### config.mk
export PLATFORM = sky130hd
export DESIGN_NAME = card_clkgen
export DESIGN_NICKNAME = d
export VERILOG_FILES = /design/src/rtl/card_clk_pkg.sv /design/src/rtl/ckg_regs.sv /design/src/rtl/ckg_core.sv /design/src/rtl/ckg_gate.sv /design/src/rtl/card_clkgen.sv
export SDC_FILE = /design/constraint.sdc
export NUM_CORES = 1
export LEC_CHECK = 0
export ABC_CLOCK_PERIOD_IN_PS = 2770
export BUFFER_PORTS_ARGS = -buffer_cell sky130_fd_sc_hd__buf_2
export CELL_PAD_IN_SITES_DETAIL_PLACEMENT = 0
export CELL_PAD_IN_SITES_GLOBAL_PLACEMENT = 1
export CORE_ASPECT_RATIO = 0.6
export CORE_MARGIN = 4
export CORE_UTILIZATION = 45
export CTS_BUF_LIST = sky130_fd_sc_hd__clkbuf_4
export DETAILED_ROUTE_END_ITERATION = 7
export PLACE_DENSITY = 0.79
export SYNTH_ARGS = -nofsm -noshare
export SYNTH_HDL_FRONTEND = slang
export SYNTH_SLANG_ARGS = --single-unit
### constraint.sdc
create_clock -name clk -period 2.77 [get_ports clk]
set_input_delay 0.277 -clock clk [delete_from_list [all_inputs] [get_ports clk]]
set_output_delay 0.277 -clock clk [all_outputs]
set_load 0.1 [all_outputs]
### src/rtl/card_clk_pkg.sv
package card_clk_pkg;
  localparam int REG_W     = 32;
  localparam int ADDR_W    = 2;
  localparam int MAX_SHIFT = 9;
  localparam int SH_W      = $clog2(MAX_SHIFT + 1);
  localparam int CODE_W    = 3;
  localparam int SRC_W     = 4;
  localparam int DIV_LSB   = 28;
  localparam int SRC_LSB   = 16;

  localparam logic [ADDR_W-1:0] A_DIV_FULL = 2'd0;
  localparam logic [ADDR_W-1:0] A_SRC      = 2'd1;
  localparam logic [ADDR_W-1:0] A_DIV_FLD  = 2'd2;

  // sparse ratio map: shifts 0..5 then 7 and 9
  function automatic logic [SH_W-1:0] ratio_shift(input logic [CODE_W-1:0] code);
    logic [SH_W-1:0] s;
    case (code)
      3'd6:    s = SH_W'(7);
      3'd7:    s = SH_W'(9);
      default: s = SH_W'(code);
    endcase
    return s;
  endfunction

  function automatic logic src_runs(input logic [SRC_W-1:0] code);
    return (code != '0) && (code[SRC_W-1] == 1'b0);
  endfunction
endpackage

### src/rtl/ckg_regs.sv
module ckg_regs
  import card_clk_pkg::*;
(
  input  logic              clk,
  input  logic              rst_n,
  input  logic              wr_en,
  input  logic [ADDR_W-1:0] wr_addr,
  input  logic [REG_W-1:0]  wr_data,
  input  logic [ADDR_W-1:0] rd_addr,
  output logic [REG_W-1:0]  rd_data,
  output logic [CODE_W-1:0] ratio_code,
  output logic [SRC_W-1:0]  src_code,
  output logic [DIV_LSB-1:0] div_low
);
  logic [REG_W-1:0] div_q, div_d;
  logic [REG_W-1:0] src_q, src_d;
  logic             src_nz;
  logic [REG_W-1:0] div_view;

  always_comb begin
    div_d = div_q;
    src_d = src_q;
    if (wr_en) begin
      case (wr_addr)
        A_DIV_FULL: div_d = wr_data;
        A_SRC:      src_d = wr_data;
        A_DIV_FLD:  div_d[REG_W-1:DIV_LSB] = wr_data[REG_W-1:DIV_LSB];
        default:    ;
      endcase
    end
  end

  always_ff @(posedge clk or negedge rst_n) begin
    if (!rst_n) begin
      div_q <= '0;
      src_q <= '0;
    end else begin
      div_q <= div_d;
      src_q <= src_d;
    end
  end

  assign src_code   = src_q[SRC_LSB +: SRC_W];
  assign src_nz     = (src_code != '0);
  assign ratio_code = div_q[DIV_LSB +: CODE_W];
  assign div_low    = div_q[DIV_LSB-1:0];
  assign div_view   = {div_q[REG_W-1] | src_nz, div_q[REG_W-2:0]};

  always_comb begin
    case (rd_addr)
      A_DIV_FULL, A_DIV_FLD: rd_data = div_view;
      A_SRC:                 rd_data = src_q;
      default:               rd_data = '0;
    endcase
  end
endmodule

### src/rtl/ckg_core.sv
module ckg_core
  import card_clk_pkg::*;
(
  input  logic            clk,
  input  logic            rst_n,
  input  logic [SH_W-1:0] pend_shift,
  input  logic            pend_run,
  output logic [SH_W-1:0] act_shift,
  output logic            act_run,
  output logic            wrap,
  output logic            ck_div,
  output logic            ce
);
  localparam int CNT_W = MAX_SHIFT;

  logic [CNT_W-1:0] cnt_q, cnt_d;
  logic [SH_W-1:0]  sh_q, sh_d;
  logic             run_q, run_d;
  logic             ck_q, ck_d;
  logic             ce_q, ce_d;
  logic [CNT_W:0]   span_q, span_d;
  logic [CNT_W-1:0] last_cnt;
  logic [CNT_W-1:0] half_d;

  // period length of the active setting; off state reloads every cycle
  assign span_q   = {{CNT_W{1'b0}}, 1'b1} << sh_q;
  assign last_cnt = run_q ? (span_q[CNT_W-1:0] - CNT_W'(1)) : '0;
  assign wrap     = (cnt_q == last_cnt);

  always_comb begin
    sh_d  = sh_q;
    run_d = run_q;
    cnt_d = cnt_q + CNT_W'(1);
    if (wrap) begin
      sh_d  = pend_shift;
      run_d = pend_run;
      cnt_d = '0;
    end
  end

  assign span_d = {{CNT_W{1'b0}}, 1'b1} << sh_d;
  assign half_d = span_d[CNT_W:1];

  always_comb begin
    ck_d = run_d && (sh_d != '0) && (cnt_d < half_d);
    ce_d = run_d && (cnt_d == '0);
  end

  always_ff @(posedge clk or negedge rst_n) begin
    if (!rst_n) begin
      cnt_q <= '0;
      sh_q  <= '0;
      run_q <= 1'b0;
      ck_q  <= 1'b0;
      ce_q  <= 1'b0;
    end else begin
      cnt_q <= cnt_d;
      sh_q  <= sh_d;
      run_q <= run_d;
      ck_q  <= ck_d;
      ce_q  <= ce_d;
    end
  end

  assign act_shift = sh_q;
  assign act_run   = run_q;
  assign ck_div    = ck_q;
  assign ce        = ce_q;
endmodule

### src/rtl/ckg_gate.sv
module ckg_gate (
  input  logic clk,
  input  logic rst_n,
  input  logic byp_req,
  input  logic ck_div,
  output logic card_clk
);
  logic byp_q;

  // enable captured while the source clock is low, as a clock gate does
  always_ff @(negedge clk or negedge rst_n) begin
    if (!rst_n) byp_q <= 1'b0;
    else        byp_q <= byp_req;
  end

  assign card_clk = ck_div | (clk & byp_q);
endmodule

### src/rtl/card_clkgen.sv
module card_clkgen
  import card_clk_pkg::*;
#(
  parameter int SYNC_STAGES = 2
) (
  input  logic              clk,
  input  logic              rst_n,
  input  logic              wr_en,
  input  logic [ADDR_W-1:0] wr_addr,
  input  logic [REG_W-1:0]  wr_data,
  input  logic [ADDR_W-1:0] rd_addr,
  output logic [REG_W-1:0]  rd_data,
  output logic              card_clk,
  output logic              card_ce
);
  logic [SYNC_STAGES-1:0] rst_pipe;
  logic                   rst_sync;
  logic [CODE_W-1:0]      ratio_code;
  logic [SRC_W-1:0]       src_code;
  logic [DIV_LSB-1:0]     div_low;
  logic [SH_W-1:0]        pend_shift;
  logic                   pend_run;
  logic [SH_W-1:0]        act_shift;
  logic                   act_run;
  logic                   wrap;
  logic                   ck_div;

  always_ff @(posedge clk or negedge rst_n) begin
    if (!rst_n) rst_pipe <= '0;
    else        rst_pipe <= {rst_pipe[SYNC_STAGES-2:0], 1'b1};
  end
  assign rst_sync = rst_pipe[SYNC_STAGES-1];

  ckg_regs u_regs (
    .clk        (clk),
    .rst_n      (rst_sync),
    .wr_en      (wr_en),
    .wr_addr    (wr_addr),
    .wr_data    (wr_data),
    .rd_addr    (rd_addr),
    .rd_data    (rd_data),
    .ratio_code (ratio_code),
    .src_code   (src_code),
    .div_low    (div_low)
  );

  assign pend_shift = ratio_shift(ratio_code);
  assign pend_run   = src_runs(src_code);

  ckg_core u_core (
    .clk        (clk),
    .rst_n      (rst_sync),
    .pend_shift (pend_shift),
    .pend_run   (pend_run),
    .act_shift  (act_shift),
    .act_run    (act_run),
    .wrap       (wrap),
    .ck_div     (ck_div),
    .ce         (card_ce)
  );

  ckg_gate u_gate (
    .clk      (clk),
    .rst_n    (rst_sync),
    .byp_req  (act_run && (act_shift == '0)),
    .ck_div   (ck_div),
    .card_clk (card_clk)
  );
endmodule

==> flow_summary.toml <==
[grt]
first_global_vias = 3962
groute.usage.overall = 0.2203
grt_use_met3 = 0.07642
globalRouteOverflowTotal = 0
number_of_antenna_violations_at_the_first_check_in_global_routing = 0
pin_count_of_the_biggest_net_entering_global_routing = 81
wire_length_of_the_first_global_routing_pass_um = 19930
grtUsageMet2 = 0.3130
grtUsageMet1 = 0.3214
grt-busiest-layer = "met1"

[pwr]
share_seq_of_total_power = 0.292
power_density_nw_per_um2 = 966.0
switching_share = 0.4469
power_switching_w = 0.002539
p_int_w = 0.003142
static-leakage-power_nw = 2.765
post-layout-total-power_w = 0.005682
ir_worst_vdd_mv = 0.3773
clock_power_share = 0.149
comb_power_share = 0.559

[routing]
detail_route.vias_per_cell = 5.199
detail_route.iter0.violations = 240
drt.antenna.violating_nets = 0
firstDrtPassIters = 5
residual_drc = 0
vias = 3884
route.final.wire_length_um = 11870
wl_per_cell_um = 15.89

[die]
floorplan.initialDensity = 0.4718
rows = 27
design.core.area_um2 = 9392
io_pins = 73
dieWidth_um = 136.1
floorplan.die.height_um = 84.86
fp.dieArea_um2 = 11550

[layout]
share_of_layout_cells_above_drive_strength_1 = 0.3468
antenna-diode-count = 0
postLayoutCellArea_um2 = 5882
area_growth_pct = 32.76
design.final.nets = 661

[synthesis]
post_synth.cell_area_avg_um2 = 9.508
mappedNetlistNets = 515
post_syn_area_um2 = 4430
yosys_warnings = 0
synth_largest_area_cell = "dfrtp_1"
ys_top_cells_by_area = "dfrtp_1 (46%), mux2_2 (9.4%), o21ai_0 (7.9%)"
post_synth_inst_count = 466
synthFlopType = "dfrtp_1"
synth_most_common_cell = "dfrtp_1"
async_flop_share = 1.000
count_of_flip_flops_with_a_built_in_enable_after_synthesis = 0
yosysTopAreaCellShare = 0.4631
synth.lib_cells_used.distinct = 56
synth.yosys.seq_area_share = 0.4688
synth_seq_cells = 83
synth.top_cells.by_count = "dfrtp_1 (82), nand2_1 (74), o21ai_0 (70)"

[hold_path]
hold_path_depth = 4
timing.hold.worst.class = "input pin to register"

[flow_run]
total_of_max_cap_violations = 0

[placed_design]
port_buffers = 72
dp.final_hpwl_um = 8160
postPlaceCellArea_um2 = 5218
place_ws_ps = -883.6
gp_congestion = 0.9403

[clock_tree]
clk-insertion-delay-late_ps = 540
clk_pin_slew_ps = 140
tritoncts = "done"

[run_status]
result_of_the_run = "finished, violations left"
violations = "negative setup slack"

[worst_setup_path]
path_max_fanout = 7
timing.critical_path.required_ps = 3260
critical_path_depth = 17
path_cells = "inv_2 -> nor2_4 -> nand2_2 -> ha_4 -> a21o_1 -> a22o_1 -> or4b_4 -> o311ai_4 -> nand3_4 -> buf_6 -> mux2i_1 -> ha_1 -> nand4_1 -> nor2_1 -> a211oi_2 -> nand4_1 -> mux2i_1"
worst-r2r-cell-count = 17
endpoint_kind = "register"
cp_slowest_stage_delay_ps = 500
timing.setup.critical_path_class = "register to register"
cp_slowest_cell = "or4b_4"
cp-start-kind = "register"
worstPathBufferInverterCount = 2
critical_path_arrival_ps = 4040
worst_path_dominant_cell_family = "simple AND/OR/NAND/NOR gates"

[sta]
worst_slack_ps = -777.0
hold_slack_ps = 143.3
fmax_ghz = 0.2819
final-hold-violation-count = 0
max_slew_vio_count = 0
setup_viol = 4
period_share = 1.281
finalWorstPathRequiredPeriod_ps = 3547
relSlewSlack = 0.3196
finalClockSkew_ps = 30.28
unrepaired_setup_endpoints_after_global_routing = "true"
worst-slew-pin-transition_ps = 1021
setup-tns-final_ps = -987.7
==> cell families after synthesis <==
kind of cell | after synthesis | share of synthesized area
and+or+nand+nor | 136 | 0.1511
AOI/OAI and AO/OA | 113 | 0.1519
DFF | 83 | 0.4688
buffers and inverters | 67 | 0.06495
muxes | 45 | 0.1124
xor gates and xnor gates | 11 | 0.02174
adders and majority gates | 10 | 0.02824
other | 1 | 0.0008464
==> placed cells by master (no fill, tap or decap), types with 2 or more instances in the layout <==
cell / count
dfrtp_1: 80
nand2_1: 72
buf_2: 71
buf_4: 54
o21ai_0: 38
mux2_2: 36
inv_1: 35
dlygate4sd3_1: 34
o21ai_1: 32
clkbuf_4: 12
a31oi_1: 10
nor3_1: 9
nand3_1: 9
a21o_1: 7
xnor2_1: 7
nor2_1: 7
mux2i_1: 7
ha_1: 7
a21oi_1: 6
nand4_1: 5
nor2b_1: 4
and3_1: 4
xor2_1: 4
nor2_4: 3
nand3b_1: 3
clkinv_4: 3
nor3b_2: 2
o21a_1: 2
nand2b_1: 2
a211oi_2: 2
o32a_1: 2
nor4b_1: 2
nand2_2: 2
mux2_4: 2
ha_4: 2
buf_12: 2
buf_6: 2
==> flip-flops by register name (all words and copies together) (netlist names) <==
signal and count:
u_regs.src_q 32, u_core.ck_div 1, u_core.ce 1, u_regs.div_q 32, u_core.cnt_q 9, u_gate.byp_q 1
rst_pipe 2, u_core.act_run 1, u_core.act_shift 4
==> power by group through the flow <==
stage                     Sequential (W)  Clock (W)  Combinational (W)
after floorplan                  0.00163  0.0000413            0.00212
after global placement           0.00166  0.0000449            0.00283
after detailed placement         0.00167  0.0000449            0.00287
after CTS                        0.00165   0.000874            0.00308
after global routing             0.00169   0.000940            0.00344
final                            0.00166   0.000849            0.00317
==> per-stage QoR <==
stage	std cells	utilization
final	747	0.6263
after CTS	743	0.6211
after global placement	686	0.5556
after detailed placement	686	0.5556
after floorplan	466	-
after global routing	747	0.6263
==> worst paths after layout <==
| path | startpoint | to | slack [ps] |
|---|---|---|---|
| worst max-delay path | u_core.act_shift[0] | u_core.ck_div | -780 |
| min in group asynchronous | rst_n | rst_pipe[1] | 570 |
| max in group asynchronous | rst_pipe[1] | u_gate.byp_q | 1250 |
| worst max register to register | u_core.act_shift[0] | u_core.ck_div | -780 |
| worst min register to register | rst_pipe[0] | rst_pipe[1] | 370 |
| worst min-delay path | wr_addr[0] | u_regs.div_q[30] | 140 |
==> worst reg2reg max path, stage by stage, from the launching register on <==
cell and delay [ps]:
dfrtp_1 440, inv_2 70, nor2_4 110, nand2_2 80
ha_4 190, a21o_1 160, a22o_1 220, or4b_4 500
o311ai_4 120, nand3_4 170, buf_6 170, mux2i_1 280
ha_1 320, nand4_1 160, nor2_1 80, a211oi_2 180
nand4_1 110, mux2i_1 130
==> repair_timing <==
item / in CTS / in global routing
setup endpoints to repair: 5 / 7
pin swaps: 9 / 7
hold endpoints to repair: 66 / 2
resized for setup: 18 / 5
hold buffers: 33 / 1
buffers inserted: 5 / 3
==> area by class of cell <==
class,instances,area (um2)
Fill cell,796,3510
Multi-Input combinational cell,316,2171
Sequential cell,83,2082
Timing Repair Buffer,162,1144
Tap cell,130,162.7
Inverter,36,135.1
Clock buffer,13,110.1
Clock inverter,7,77.57
==> metal layers <==
metal,part of all wire,vias up
met5,0,-
met4,0.010,0
met3,0.077,17
met2,0.41,135
met1,0.50,1843
li1,-,1889
No activity file was read; power rests on OpenSTA's default activity.
